--- config.mk ---
export PLATFORM = sky130hd
export DESIGN_NAME = dot_accum
export DESIGN_NICKNAME = d
export VERILOG_FILES = /design/src/rtl/dot_accum_pkg.sv /design/src/rtl/lane_mul.sv /design/src/rtl/add_tree.sv /design/src/rtl/accum_stage.sv /design/src/rtl/dot_accum.sv
export SDC_FILE = /design/constraint.sdc
export NUM_CORES = 1
export LEC_CHECK = 0
export BUFFER_PORTS_ARGS = -buffer_cell sky130_fd_sc_hd__buf_2
export CORE_UTILIZATION = 40
export DETAILED_ROUTE_END_ITERATION = 7
export SLEW_MARGIN = 20
export SYNTH_ARGS = -nofsm -noshare
export SYNTH_HDL_FRONTEND = slang
export SYNTH_HIERARCHICAL = 1
export SYNTH_SLANG_ARGS = --single-unit
--- constraint.sdc ---
create_clock -name clk -period 4 [get_ports clk]
set_clock_uncertainty 0.2 [all_clocks]
set_input_delay 0.2 -clock clk [delete_from_list [all_inputs] [get_ports clk]]
set_output_delay 0.2 -clock clk [all_outputs]
set_load 0.005 [all_outputs]
--- src/rtl/dot_accum_pkg.sv ---
package dot_accum_pkg;
  localparam int MUL_LAT = 3;

  function automatic int tree_levels(input int n);
    return (n <= 1) ? 0 : $clog2(n);
  endfunction

  function automatic int tree_depth(input int n);
    return (tree_levels(n) < 2) ? 2 : tree_levels(n);
  endfunction

  function automatic longint max_dot(input int n, input int opw);
    longint m;
    m = (longint'(1) << opw) - 1;
    return longint'(n) * m * m;
  endfunction
endpackage

--- src/rtl/lane_mul.sv ---
module lane_mul #(
  parameter int OPW = 8,
  localparam int PW = 2 * OPW
) (
  input  logic          clk,
  input  logic [OPW-1:0] a,
  input  logic [OPW-1:0] b,
  output logic [PW-1:0]  p
);
  logic [OPW-1:0] a_q, b_q;
  logic [PW-1:0]  p_q;

  always_ff @(posedge clk) begin
    a_q <= a;
    b_q <= b;
    p_q <= a_q * b_q;
    p   <= p_q;
  end
endmodule

--- src/rtl/add_tree.sv ---
module add_tree
  import dot_accum_pkg::*;
#(
  parameter int N  = 4,
  parameter int PW = 16,
  localparam int LV   = tree_levels(N),
  localparam int P    = 1 << LV,
  localparam int D    = tree_depth(N),
  localparam int PASS = D - LV,
  localparam int TW   = PW + LV
) (
  input  logic          clk,
  input  logic [N*PW-1:0] prod,
  output logic [TW-1:0]   dot
);
  for (genvar l = 0; l <= LV; l++) begin : g_lvl
    localparam int W = P >> l;
    logic [W*TW-1:0] v;
    if (l == 0) begin : g_in
      for (genvar j = 0; j < P; j++) begin : g_pad
        if (j < N) begin : g_real
          assign v[j*TW +: TW] = TW'(prod[j*PW +: PW]);
        end else begin : g_zero
          assign v[j*TW +: TW] = '0;
        end
      end
    end else begin : g_add
      always_ff @(posedge clk) begin
        for (int j = 0; j < W; j++) begin
          v[j*TW +: TW] <= g_lvl[l-1].v[2*j*TW +: TW] + g_lvl[l-1].v[(2*j+1)*TW +: TW];
        end
      end
    end
  end

  logic [TW-1:0] pipe [0:PASS];
  assign pipe[0] = g_lvl[LV].v;

  for (genvar s = 1; s <= PASS; s++) begin : g_pass
    always_ff @(posedge clk) pipe[s] <= pipe[s-1];
  end

  assign dot = pipe[PASS];
endmodule

--- src/rtl/accum_stage.sv ---
module accum_stage #(
  parameter int TW   = 18,
  parameter int ACCW = 32
) (
  input  logic           clk,
  input  logic           rst_n,
  input  logic           fire,
  input  logic           load,
  input  logic [TW-1:0]  dot,
  output logic [ACCW-1:0] sum,
  output logic           rv
);
  logic [ACCW-1:0] dot_ext;
  assign dot_ext = ACCW'(dot);

  always_ff @(posedge clk or negedge rst_n) begin
    if (!rst_n) begin
      sum <= '0;
      rv  <= 1'b0;
    end else begin
      rv <= fire;
      if (fire) sum <= load ? dot_ext : sum + dot_ext;
    end
  end
endmodule

--- src/rtl/dot_accum.sv ---
module dot_accum
  import dot_accum_pkg::*;
#(
  parameter int LANES = 4,
  parameter int OPW   = 8,
  parameter int ACCW  = 32
) (
  input  logic               clk,
  input  logic               rst_n,
  input  logic               in_vld,
  input  logic               in_first,
  input  logic [LANES*OPW-1:0] op_a,
  input  logic [LANES*OPW-1:0] op_b,
  output logic [ACCW-1:0]    acc_sum,
  output logic               res_vld
);
  localparam int PW  = 2 * OPW;
  localparam int D   = tree_depth(LANES);
  localparam int TW  = PW + tree_levels(LANES);
  localparam int SB  = MUL_LAT + D;
  localparam int LAT = SB + 1;

  logic [LANES*PW-1:0] prod;

  for (genvar i = 0; i < LANES; i++) begin : g_lane
    lane_mul #(.OPW(OPW)) u_mul (
      .clk(clk),
      .a  (op_a[i*OPW +: OPW]),
      .b  (op_b[i*OPW +: OPW]),
      .p  (prod[i*PW +: PW])
    );
  end

  logic [TW-1:0] dot_at_acc;

  add_tree #(.N(LANES), .PW(PW)) u_tree (
    .clk (clk),
    .prod(prod),
    .dot (dot_at_acc)
  );

  logic [SB-1:0] vld_sr, first_sr;
  always_ff @(posedge clk or negedge rst_n) begin
    if (!rst_n) begin
      vld_sr   <= '0;
      first_sr <= '0;
    end else begin
      vld_sr   <= {vld_sr[SB-2:0], in_vld};
      first_sr <= {first_sr[SB-2:0], in_first};
    end
  end

  logic acc_fire, acc_load;
  assign acc_fire = vld_sr[SB-1];
  assign acc_load = first_sr[SB-1];

  accum_stage #(.TW(TW), .ACCW(ACCW)) u_acc (
    .clk  (clk),
    .rst_n(rst_n),
    .fire (acc_fire),
    .load (acc_load),
    .dot  (dot_at_acc),
    .sum  (acc_sum),
    .rv   (res_vld)
  );
endmodule

==> reports/metrics.json <==
{
  "critical_path": {
    "timing.critical_path.to_type": "register",
    "critical_path_class": "register to register",
    "worst-endpoint-required_ns": 4.23,
    "critical_path.slowest_cell": "fa_1",
    "critical_path_buf_inv_count": 4,
    "cell_family_with_most_cp_delay": "adder cells",
    "critical-path-max-stage-delay_ns": 0.52,
    "critPathArrivalTime_ns": 4.31,
    "worst_setup_path_start_kind": "register",
    "most_common_cell_type_on_the_critical_path": "fa_1",
    "worstPathCellList": "and2_4 > fa_1 > inv_1 > fa_1 > inv_1 > fa_1 > inv_1 > fa_1 > inv_2 > ha_4 > o211ai_1 > a21oi_2 > a31oi_4 > and3_4 > a2111oi_4",
    "worst_r2r_src": "g_lane[1].u_mul/a_q[3]",
    "crit_path_max_fanout": 6,
    "crit_start": "g_lane[1].u_mul/a_q[3]",
    "ff2ff_setup_slack_ns": -0.08
  },
  "clock_network": {
    "cts.clk_slew.worst_paths_ns": 0.06,
    "clkLatencyLatePin_ns": 0.53,
    "numCtsBuffers": 34,
    "cts_root_buffer": "clkbuf_16",
    "tritoncts_clock_tree": "done",
    "longest_clk_path_bufs": 3,
    "cts.sink_count": 287,
    "htreeDepth": 2
  },
  "logic_synthesis": {
    "synth_edf_count": 0,
    "synth_fp_nets": 2256,
    "async_sr_flop_fraction": 0.1498,
    "syn-instance-count": 1829,
    "yosys-top-cells-area": "dfxtp_1 27%, fa_1 16%, ha_1 14%",
    "synth.distinct_cells": 78,
    "syn-mean-instance-area_um2": 10.06,
    "part_of_the_yosys_area_used_for_sequential_elements": 0.3239,
    "syn-cell-area_um2": 18400,
    "post-synth-top-area-cell": "dfxtp_1",
    "synth-main-ff-cell": "dfxtp_1",
    "synth_seq_cells": 287,
    "fraction_of_post_synthesis_cell_area_in_the_top_cell_type_by_area": 0.2654,
    "yosysWarnings": 6
  },
  "floorplan": {
    "floorplan.initialDensity": 0.4055,
    "die_width_um": 216.5,
    "die_height_um": 216.5,
    "core_area_um2": 45380,
    "design.portCount": 101,
    "floorplan.die_area_um2": 46870,
    "num_rows": 78
  },
  "drt": {
    "detailroute.via_count": 13520,
    "drtIter0Drc": 517,
    "drcViolationCount": 0,
    "wl_per_cell_um": 13.79,
    "detail-route-antenna-nets": 0,
    "detail_route.first_pass.iterations": 5,
    "post_drt_via_cell_ratio": 4.904,
    "drt-total-wl_mm": 38.00
  },
  "sta": {
    "timing_max_transition_violations_final": 0,
    "hold_viol_final": 0,
    "finalCriticalPeriod_ns": 4.083,
    "maxClockFrequency_mhz": 244.9,
    "grt_setup_unrepaired": "yes",
    "final_min_period_over_clock_period": 1.021,
    "tightest_slew_ns": 0.6179,
    "setup_viol": 6,
    "maxSlewHeadroom": 0.5866,
    "setup_total_negative_slack_ns": -0.1749,
    "post-route-worst-setup-slack_ns": -0.08319
  },
  "cells_and_area": {
    "multiInputGateArea_um2": 12110,
    "register_area_um2": 6052,
    "filler_cell_count_in_the_final_layout": 4126,
    "design.final.nets": 2558,
    "antennaDiodeCount": 0,
    "layout-area-overhead-vs-synth_pct": 24.83,
    "final_layout_size_suffix_gt1_frac": 0.2129
  },
  "global_routing": {
    "grt_util_all_layers": 0.1673,
    "grt_max_degree": 49,
    "first_global_vias": 13840,
    "grt_first_pass_wirelength_mm": 65.35,
    "grt_antenna_before_repair": 0,
    "gr-total-overflow": 0
  },
  "worst_hold_path": {
    "holdCritPathClass": "input pin to async pin"
  },
  "power_and_ir_drop": {
    "power.share.sequential": 0.256,
    "cell_internal_pwr_mw": 10.30,
    "p_total_mw": 16.98,
    "pwr-share-comb": 0.561,
    "max-vdd-ir-drop_v": 0.0004001,
    "netSwitchingPower_mw": 6.685,
    "power_per_cell_area_nw_per_um2": 739.2,
    "clockPowerShare": 0.183,
    "power.switching_fraction": 0.3936,
    "total_leakage_power_nw": 10.90
  },
  "status": {
    "failed_checks": "setup timing",
    "status": "finished, violations left"
  },
  "placed_design": {
    "port_buffers": 100,
    "dpl.hpwl_mm": 28.82,
    "placement.setup.worst_slack_ns": -0.1692,
    "gp_congestion": 0.8410
  },
  "run": {
    "maxCapViolations": 0
  }
}
==> kinds of logic after synthesis <==
kind of cell / after synthesis / synth area share
buf+inv: 239 / 0.04909
xor+xnor: 91 / 0.04331
simple gates: 517 / 0.1519
mux: 10 / 0.005507
compound gates: 326 / 0.1218
flops: 287 / 0.3239
fa+ha+maj: 359 / 0.3044
==> cell type report <==
type,count,share of cell area
Tap cell,600,0.03268
Clock buffer,47,0.04183
Clock inverter,14,0.007461
Multi-Input combinational cell,1303,0.5272
Sequential cell,287,0.2634
Inverter,218,0.03562
Timing Repair Buffer,287,0.09177
==> repair_timing <==
| action | CTS | global route |
|---|---|---|
| pin swaps | 31 | 86 |
| setup buffers | 2 | 10 |
| gates resized for setup | 55 | 116 |
| cloned | 0 | 0 |
| hold buffers | 67 | 0 |
| setup endpoints to repair | 25 | 32 |
| endpoints found under the hold margin | 109 | 0 |
==> power by group through the flow <==
stage | Combinational, mW | Sequential (mW) | Clock, mW
floorplan | 6.72 | 4.23 | 0
global placement | 8.59 | 4.41 | 0
detailed placement | 8.72 | 4.42 | 0
CTS | 9.02 | 4.37 | 3.23
global route | 10.7 | 4.44 | 3.35
finish | 9.53 | 4.35 | 3.10
==> per-layer routing <==
layer | share of wire | global-route usage | vias up
met2 | 0.47 | 0.2771 | 187
met3 | 0.032 | 0.02779 | 64
li1 | - | - | 6732
met5 | 0 | 0 | -
met4 | 0.025 | 0.04953 | 0
met1 | 0.47 | 0.2231 | 6533
==> cells in the final DEF (no fill, tap or decap), types with 10 or more instances in the layout <==
cell type | netlist | routed
dfxtp_1 | 244 | 205
inv_1 | 218 | 203
ha_1 | 211 | 192
and2_1 | 198 | 181
fa_1 | 148 | 140
nand2_1 | 131 | 126
buf_4 | 0 | 112
buf_2 | 4 | 99
a21oi_1 | 93 | 82
dlygate4sd3_1 | 0 | 67
nor2_1 | 66 | 63
xnor2_1 | 59 | 56
o21ai_0 | 52 | 49
dfrtp_1 | 43 | 43
clkbuf_16 | 0 | 35
xor2_1 | 32 | 31
a21o_1 | 28 | 28
o21a_1 | 24 | 24
dfxtp_2 | 0 | 22
ha_4 | 0 | 18
and2_4 | 0 | 17
dfxtp_4 | 0 | 17
a21oi_2 | 7 | 16
inv_2 | 0 | 15
nor3_1 | 17 | 15
nand3_1 | 17 | 15
a211oi_1 | 15 | 14
or4_1 | 12 | 12
and3_1 | 14 | 11
nand2b_1 | 10 | 10
==> per-stage QoR <==
stage                     cell area [µm²]  utilization  cells  hold slack (ns)
after floorplan                     18490            -   1829          -0.2956
after global routing                22970       0.5063   2756          0.05565
after CTS                           22460       0.4949   2746          0.05721
final                               22970       0.5063   2756         0.007351
after global placement              20470       0.4510   2616           0.1019
after detailed placement            20470       0.4510   2616           0.1036
==> final timing paths <==
path	end	depth (start not counted)
hold reg to reg	g_lane[2].u_mul/p[2]	0
min in group clk	g_lane[0].u_mul/a_q[6]	2
setup reg to reg	g_lane[1].u_mul/p_q[15]	15
setup / recovery	g_lane[1].u_mul/p_q[15]	15
max in group asynchronous	u_acc/sum[26]	2
hold / removal	u_acc/sum[3]	2
==> sequential cells by signal, summed over array words and instances (netlist names) <==
name and flops:
g_lane.u_mul/a_q 32, u_acc/rv 1, u_acc/sum 32, vld_sr 5, g_lane.u_mul/p_q 64, u_tree/dot 18
g_lane.u_mul/p 64, g_lane.u_mul/b_q 32, first_sr 5, u_tree/g_lvl.v 34
==> synthesized netlist by cell type, types with 15 or more instances <==
master and n:
o21a_1 24, o21ai_0 52, nor3_1 17, and2_1 198, nand2_1 131, ha_1 211
dfxtp_1 244, fa_1 148, a211oi_1 15, dfrtp_1 43, xor2_1 32, a21o_1 28
nand3_1 17, xnor2_1 59, inv_1 218, a21oi_1 93, nor2_1 66
No activity file was read; power rests on OpenSTA's default activity.
